==> config.mk <==
export PLATFORM = sky130hd
export DESIGN_NAME = combining_switch
export DESIGN_NICKNAME = d
export VERILOG_FILES = /design/src/rtl/csw_pkg.sv /design/src/rtl/csw_fifo.sv /design/src/rtl/csw_req_router.sv /design/src/rtl/csw_rsp_router.sv /design/src/rtl/combining_switch.sv
export SDC_FILE = /design/constraint.sdc
export NUM_CORES = 1
export LEC_CHECK = 0
export ABC_AREA = 1
export ABC_CLOCK_PERIOD_IN_PS = 3700
export BUFFER_PORTS_ARGS = -buffer_cell sky130_fd_sc_hd__buf_2
export CAP_MARGIN = 20
export CORE_MARGIN = 10
export CORE_UTILIZATION = 50
export DETAILED_ROUTE_END_ITERATION = 8
export PLACE_DENSITY = 0.82
export SLEW_MARGIN = 10
export SYNTH_ARGS = -nofsm -noshare
export SYNTH_HDL_FRONTEND = slang
export SYNTH_SLANG_ARGS = --single-unit
==> constraint.sdc <==
create_clock -name clk -period 3.7 [get_ports clk]
set_clock_uncertainty 0.15 [all_clocks]
set_input_delay 0.185 -clock clk [delete_from_list [all_inputs] [get_ports clk]]
set_output_delay 0.185 -clock clk [all_outputs]
set_load 0.05 [all_outputs]
==> src/rtl/csw_pkg.sv <==
package csw_pkg;
    localparam int STAGES = 3;
    localparam int WORD_W = 4;
    localparam int DATA_W = 8;
    localparam int SYM_W  = 2;
    localparam int PATH_W = STAGES * SYM_W;

    localparam logic [1:0] FN_READ  = 2'b00;
    localparam logic [1:0] FN_WRITE = 2'b01;

    localparam logic [SYM_W-1:0] SYM_P0   = 2'b00;
    localparam logic [SYM_W-1:0] SYM_P1   = 2'b01;
    localparam logic [SYM_W-1:0] SYM_BOTH = 2'b10;

    typedef struct packed {
        logic [1:0]        fn;
        logic [PATH_W-1:0] path;
        logic [WORD_W-1:0] word;
        logic [DATA_W-1:0] data;
    } msg_t;

    localparam int MSG_W = $bits(msg_t);
endpackage

==> src/rtl/csw_fifo.sv <==
module csw_fifo #(
    parameter int W     = 8,
    parameter int DEPTH = 3
) (
    input  logic         clk,
    input  logic         rst_n,
    input  logic         push_valid,
    output logic         push_ready,
    input  logic [W-1:0] push_data,
    output logic         pop_valid,
    input  logic         pop_ready,
    output logic [W-1:0] pop_data
);
    localparam int PTR_W = (DEPTH > 1) ? $clog2(DEPTH) : 1;
    localparam int CNT_W = $clog2(DEPTH + 1);

    logic [W-1:0]     mem [DEPTH];
    logic [PTR_W-1:0] rd_ptr, wr_ptr;
    logic [CNT_W-1:0] count;
    logic             push, pop;

    assign push_ready = (count != CNT_W'(DEPTH));
    assign pop_valid  = (count != '0);
    assign pop_data   = mem[rd_ptr];
    assign push       = push_valid && push_ready;
    assign pop        = pop_valid && pop_ready;

    function automatic logic [PTR_W-1:0] bump(input logic [PTR_W-1:0] p);
        return (p == PTR_W'(DEPTH - 1)) ? '0 : p + 1'b1;
    endfunction

    always_ff @(posedge clk or negedge rst_n) begin
        if (!rst_n) begin
            rd_ptr <= '0;
            wr_ptr <= '0;
            count  <= '0;
        end else begin
            if (push) wr_ptr <= bump(wr_ptr);
            if (pop)  rd_ptr <= bump(rd_ptr);
            unique case ({push, pop})
                2'b10:   count <= count + 1'b1;
                2'b01:   count <= count - 1'b1;
                default: count <= count;
            endcase
        end
    end

    always_ff @(posedge clk) begin
        if (push) mem[wr_ptr] <= push_data;
    end

    // a head that was not taken must stay put
    p_head_hold_r8: assert property (@(posedge clk) disable iff (!rst_n)
        pop_valid && !pop_ready |=> pop_valid && $stable(pop_data));
endmodule

==> src/rtl/csw_req_router.sv <==
module csw_req_router
    import csw_pkg::*;
#(
    parameter int LEVEL = 1
) (
    input  logic [1:0] hv,
    input  msg_t       h0,
    input  msg_t       h1,
    input  logic       pick,
    input  logic [1:0] ordy,
    output logic [1:0] ov,
    output msg_t       o0,
    output msg_t       o1,
    output logic [1:0] pop
);
    localparam int KEY_W = (STAGES - LEVEL) * SYM_W;

    logic want0, want1, same, comb, g0, g1;
    msg_t fw0, fw1;

    always_comb begin
        want0    = h0.path[PATH_W-2];
        want1    = h1.path[PATH_W-2];
        fw0      = h0;
        fw1      = h1;
        fw0.path = {h0.path[PATH_W-SYM_W-1:0], SYM_P0};
        fw1.path = {h1.path[PATH_W-SYM_W-1:0], SYM_P1};
        same     = (hv == 2'b11) && (want0 == want1);
        comb     = same && (h0.fn == FN_READ) && (h1.fn == FN_READ)
                   && (h0.path[PATH_W-1 -: KEY_W] == h1.path[PATH_W-1 -: KEY_W])
                   && (h0.word == h1.word);
        if (comb) fw0.path[SYM_W-1:0] = SYM_BOTH;
        g0    = hv[0] && !(same && !comb && pick);
        g1    = hv[1] && !comb && !(same && !pick);
        ov[0] = (g0 && !want0) || (g1 && !want1);
        ov[1] = (g0 && want0)  || (g1 && want1);
        o0    = (g0 && !want0) ? fw0 : fw1;
        o1    = (g0 && want0)  ? fw0 : fw1;
        pop[0] = g0 && ordy[want0];
        pop[1] = comb ? pop[0] : (g1 && ordy[want1]);
    end
endmodule

==> src/rtl/csw_rsp_router.sv <==
module csw_rsp_router
    import csw_pkg::*;
(
    input  logic [1:0] hv,
    input  msg_t       h0,
    input  msg_t       h1,
    input  logic       pick,
    input  logic [1:0] irdy,
    output logic [1:0] iv,
    output msg_t       i0,
    output msg_t       i1,
    output logic [1:0] pop
);
    function automatic logic [1:0] targets(input logic [SYM_W-1:0] s);
        unique case (s)
            SYM_P0:  return 2'b01;
            SYM_P1:  return 2'b10;
            default: return 2'b11;
        endcase
    endfunction

    logic [1:0] m0, m1;
    logic       ovl, g0, g1, go0, go1;
    msg_t       r0, r1;

    always_comb begin
        m0      = hv[0] ? targets(h0.path[SYM_W-1:0]) : 2'b00;
        m1      = hv[1] ? targets(h1.path[SYM_W-1:0]) : 2'b00;
        ovl     = |(m0 & m1);
        g0      = hv[0] && !(ovl && pick);
        g1      = hv[1] && !(ovl && !pick);
        go0     = g0 && ((m0 & irdy) == m0);
        go1     = g1 && ((m1 & irdy) == m1);
        r0      = h0;
        r1      = h1;
        r0.path = {SYM_P0, h0.path[PATH_W-1:SYM_W]};
        r1.path = {SYM_P1, h1.path[PATH_W-1:SYM_W]};
        iv[0]   = (go0 && m0[0]) || (go1 && m1[0]);
        iv[1]   = (go0 && m0[1]) || (go1 && m1[1]);
        i0      = (go0 && m0[0]) ? r0 : r1;
        i1      = (go0 && m0[1]) ? r0 : r1;
        pop     = {go1, go0};
    end
endmodule

==> src/rtl/combining_switch.sv <==
module combining_switch
    import csw_pkg::*;
#(
    parameter int          LEVEL = 1,
    parameter int          DEPTH = 3,
    parameter logic [15:0] SEED  = 16'hACE1
) (
    input  logic             clk,
    input  logic             rst_n,
    input  logic             in0_req_valid,
    output logic             in0_req_ready,
    input  logic [MSG_W-1:0] in0_req_msg,
    input  logic             in1_req_valid,
    output logic             in1_req_ready,
    input  logic [MSG_W-1:0] in1_req_msg,
    output logic             out0_req_valid,
    input  logic             out0_req_ready,
    output logic [MSG_W-1:0] out0_req_msg,
    output logic             out1_req_valid,
    input  logic             out1_req_ready,
    output logic [MSG_W-1:0] out1_req_msg,
    input  logic             out0_rsp_valid,
    output logic             out0_rsp_ready,
    input  logic [MSG_W-1:0] out0_rsp_msg,
    input  logic             out1_rsp_valid,
    output logic             out1_rsp_ready,
    input  logic [MSG_W-1:0] out1_rsp_msg,
    output logic             in0_rsp_valid,
    input  logic             in0_rsp_ready,
    output logic [MSG_W-1:0] in0_rsp_msg,
    output logic             in1_rsp_valid,
    input  logic             in1_rsp_ready,
    output logic [MSG_W-1:0] in1_rsp_msg
);
    logic [15:0]      lfsr;
    logic [1:0]       req_in_v, req_in_r, req_hv, req_pop, req_ov;
    logic [1:0]       rsp_in_v, rsp_in_r, rsp_hv, rsp_pop, rsp_ov;
    logic [MSG_W-1:0] req_in_m [2];
    logic [MSG_W-1:0] rsp_in_m [2];
    msg_t             req_head [2];
    msg_t             rsp_head [2];
    msg_t             req_o0, req_o1, rsp_o0, rsp_o1;

    always_ff @(posedge clk or negedge rst_n) begin
        if (!rst_n) lfsr <= SEED;
        else        lfsr <= {lfsr[14:0], lfsr[15] ^ lfsr[13] ^ lfsr[12] ^ lfsr[10]};
    end

    assign req_in_v    = {in1_req_valid, in0_req_valid};
    assign req_in_m[0] = in0_req_msg;
    assign req_in_m[1] = in1_req_msg;
    assign rsp_in_v    = {out1_rsp_valid, out0_rsp_valid};
    assign rsp_in_m[0] = out0_rsp_msg;
    assign rsp_in_m[1] = out1_rsp_msg;

    for (genvar g = 0; g < 2; g++) begin : g_port
        csw_fifo #(.W(MSG_W), .DEPTH(DEPTH)) u_req_q (
            .clk(clk), .rst_n(rst_n),
            .push_valid(req_in_v[g]), .push_ready(req_in_r[g]), .push_data(req_in_m[g]),
            .pop_valid(req_hv[g]), .pop_ready(req_pop[g]), .pop_data(req_head[g]));
        csw_fifo #(.W(MSG_W), .DEPTH(DEPTH)) u_rsp_q (
            .clk(clk), .rst_n(rst_n),
            .push_valid(rsp_in_v[g]), .push_ready(rsp_in_r[g]), .push_data(rsp_in_m[g]),
            .pop_valid(rsp_hv[g]), .pop_ready(rsp_pop[g]), .pop_data(rsp_head[g]));
    end

    csw_req_router #(.LEVEL(LEVEL)) u_req_router (
        .hv(req_hv), .h0(req_head[0]), .h1(req_head[1]), .pick(lfsr[0]),
        .ordy({out1_req_ready, out0_req_ready}),
        .ov(req_ov), .o0(req_o0), .o1(req_o1), .pop(req_pop));

    csw_rsp_router u_rsp_router (
        .hv(rsp_hv), .h0(rsp_head[0]), .h1(rsp_head[1]), .pick(lfsr[1]),
        .irdy({in1_rsp_ready, in0_rsp_ready}),
        .iv(rsp_ov), .i0(rsp_o0), .i1(rsp_o1), .pop(rsp_pop));

    assign in0_req_ready  = req_in_r[0];
    assign in1_req_ready  = req_in_r[1];
    assign out0_rsp_ready = rsp_in_r[0];
    assign out1_rsp_ready = rsp_in_r[1];
    assign out0_req_valid = req_ov[0];
    assign out1_req_valid = req_ov[1];
    assign out0_req_msg   = req_o0;
    assign out1_req_msg   = req_o1;
    assign in0_rsp_valid  = rsp_ov[0];
    assign in1_rsp_valid  = rsp_ov[1];
    assign in0_rsp_msg    = rsp_o0;
    assign in1_rsp_msg    = rsp_o1;

    // a combined request leaving consumes both heads at once
    p_comb_takes_both_r5: assert property (@(posedge clk) disable iff (!rst_n)
        (out0_req_valid && out0_req_ready && req_o0.path[SYM_W-1:0] == SYM_BOTH)
        |-> req_pop == 2'b11);

    // the appended return symbol is always a legal code
    p_ret_sym_legal_r2: assert property (@(posedge clk) disable iff (!rst_n)
        out1_req_valid |-> out1_req_msg[DATA_W+WORD_W +: SYM_W] != 2'b11);

    // a duplicate reply leaves only when both sides take it
    p_dup_both_sides_r7: assert property (@(posedge clk) disable iff (!rst_n)
        (rsp_pop[0] && rsp_head[0].path[1])
        |-> in0_rsp_valid && in1_rsp_valid && in0_rsp_ready && in1_rsp_ready);
endmodule

==> run summary <==
Max Root-Sink Buffers - 3
Largest net degree at the start of global routing - 41
Gr ovfl total - 0
Final setup margin - 0.1761 ns
Die ar. - 29800 µm²
Skew-Pair Late Insertion Delay - 0.53 ns
Crit Path Category - register to output port
Vias - 9089
WHS - 0.02083 ns
Post-synth design cell area - 11650 µm²
Final Non-Filler Cells - 1684
Mux cell area share after synthesis - 0.0008594
Maximum clock rate - 283.8 MHz
RD Place Congestion - 0.9360
CTS Buf Count - 28
Pins Over Slew Limit - 0
Placed cell area - 12950 µm²
DRC - 0
Standard-cell row count - 55
R2r setup slk - 0.54 ns
IO buf count - 175
CP Data Required Time - 3.37 ns
Syn_area_per_cell - 11.02 µm²
CTS tree - yes
Compound-cell area share of the yosys netlist - 0.04297
Final Instance Area - 15030 µm²
Yosys warns - 0
Vias in the first global route - 8906
First-pass GRT wire length - 48.09 mm
Wire per inst - 18.79 µm
Worst-Margin Slew - 0.9097 ns
Initial core utilization - 0.5113
DRT iter0 DRCs - 1124
Distinct cells, synth - 37
Final min period - 3.524 ns
Critical Path Fanout Max - 28
Core area - 22780 µm²
Initial antenna violation count - 1
Post-synthesis xor/xnor area fraction - 0.008272
Fraction of the mapped netlist area in simple logic gates - 0.2026
Overall die height - 172.6 µm
DP HPWL - 20.71 mm
Post-Route WL - 31.65 mm
Most common cell after layout, fill and taps aside - nand2_1
Htree depth - 1
Seq/Total Area, Yosys - 0.7056
Cells after Synth - 1057
Post-synthesis adder-cell area fraction - 0.004297
Sink Count - 280
Die X - 172.6 µm
Clock transition at path regs - 0.06 ns
Via density per instance - 5.397
Slew HR - 0.3936
Fraction of layout cells with a size suffix above 1 - 0.2247
Hold Violations, Final - 0
Placed cells - 1530
Gr usage total - 0.2009
Number of synthesized register bits - 280
Setup-failing EPs final - 0
Antenna-violating nets left - 0
Crit path launch type - register
Clock root buffer - clkbuf_16
Final net count - 1443
Critical path arrival - 3.19 ns
First-pass iteration count of the detailed router - 6
Crit. End Element - output port
Crit share post-route - 0.9524
Most frequent cells in the layout - nand2_1, edfxtp_1, buf_2
HP Class - input pin to register
Main combinational cell family by area after synthesis - simple AND/OR/NAND/NOR gates
Worst slack at placement - 0.3600 ns
Area Growth Syn to Fin - 29.04%
Outcome - finished, final reports clean
Antenna cells - 0
IO Count - 178
Max cap viols - 0
==> registers in the layout (all words and copies together) (netlist names) <==
signal                 flops
g_port.u_req_q.mem       120
g_port.u_rsp_q.mem       120
lfsr                      16
g_port.u_req_q.count       4
g_port.u_req_q.rd_ptr      4
g_port.u_req_q.wr_ptr      4
g_port.u_rsp_q.count       4
g_port.u_rsp_q.rd_ptr      4
g_port.u_rsp_q.wr_ptr      4
==> layout make-up <==
type	count	area, µm²
clock buffer	42	877.1
tap	313	391.6
timing repair buffer	304	2088
multi-input combinational	684	3126
inverter	51	195.2
sequential	280	8225
clock inverter	10	126.4
fill	1599	7749
==> cell families (layout without fill, tap and decap cells) <==
kind of cell | count (synthesis) | count (layout)
fa+ha+maj | 4 | 4
other cells | 1 | 2
simple gates | 574 | 575
mux | 1 | 1
flops | 280 | 280
xor+xnor | 11 | 11
buf+inv | 95 | 407
compound gates | 91 | 91
==> Yosys cell counts (all sizes together) <==
cell | count | area [µm²]
o211ai | 1 | 7.510
dfrtp | 32 | 800.8
nand4 | 3 | 18.77
xnor2 | 9 | 78.83
xor2 | 2 | 17.52
nor2 | 49 | 203.9
o21bai | 2 | 15.01
o22ai | 2 | 12.51
conb | 1 | 3.750
nand3b | 1 | 7.510
a21oi | 21 | 105.1
nand2 | 389 | 1463
edfxtp | 240 | 7207
a21boi | 1 | 7.510
clkinv | 3 | 11.26
nor3 | 8 | 40.04
ha | 4 | 50.05
and2 | 1 | 6.260
nand3 | 123 | 620.6
o21ai | 55 | 275.3
a22o | 8 | 70.07
dfstp | 8 | 210.2
buf | 17 | 115.1
a21o | 1 | 7.510
inv | 48 | 180.2
clkbuf | 27 | 102.6
mux2i | 1 | 10.01
==> critical path: stages, from the launching register on <==
cell	delay [ns]
dfrtp_2	0.50
nor2_4	0.28
nand2_1	0.09
nand3_1	0.23
nand2_1	0.11
nand2_1	0.10
nand2_1	0.05
nor2_1	0.11
nand3_2	0.14
nand2_1	0.10
nand2_1	0.09
nor2_2	0.12
buf_6	0.21
nand2_1	0.06
o21ai_0	0.17
buf_4	0.28
==> final timing paths <==
kind,from,end,cells after the start
min,in1_rsp_ready,g_port[1].u_rsp_q.rd_ptr[1],6
min reg2reg,lfsr[2],lfsr[3],0
max,g_port[0].u_req_q.rd_ptr[0],out1_req_msg[11],15
max reg2reg,g_port[0].u_req_q.rd_ptr[0],g_port[1].u_req_q.count[1],17
max in group asynchronous,rst_n,g_port[1].u_rsp_q.rd_ptr[1],2
min in group asynchronous,rst_n,g_port[1].u_req_q.wr_ptr[1],2
==> stage by stage <==
stage	setup TNS, ns	util
2_1_floorplan	0	-
3_3_place_gp	0	0.5684
3_5_place_dp	0	0.5684
4_1_cts	0	0.6531
5_1_grt	-0.06357	0.6598
6_report	0	0.6598
==> per-layer routing <==
layer  wire, µm  global-route usage
met5          9                   0
met4       1357             0.08663
met3       3475             0.05424
met2      15390              0.3389
met1      11410              0.2370
==> repair_timing <==
| item | CTS | global route |
|---|---|---|
| gates cloned | 0 | 1 |
| pin swaps | 1 | 1 |
| hold buffers | 86 | 0 |
| endpoints found under the setup margin | 54 | 75 |
| endpoints found under the hold margin | 280 | 0 |
| gates resized for setup | 8 | 31 |
| buffers inserted | 6 | 9 |
Power is left out: the tool's default activity adds up to more than one toggle a clock period on the data nets, which glitch-free logic cannot reach.
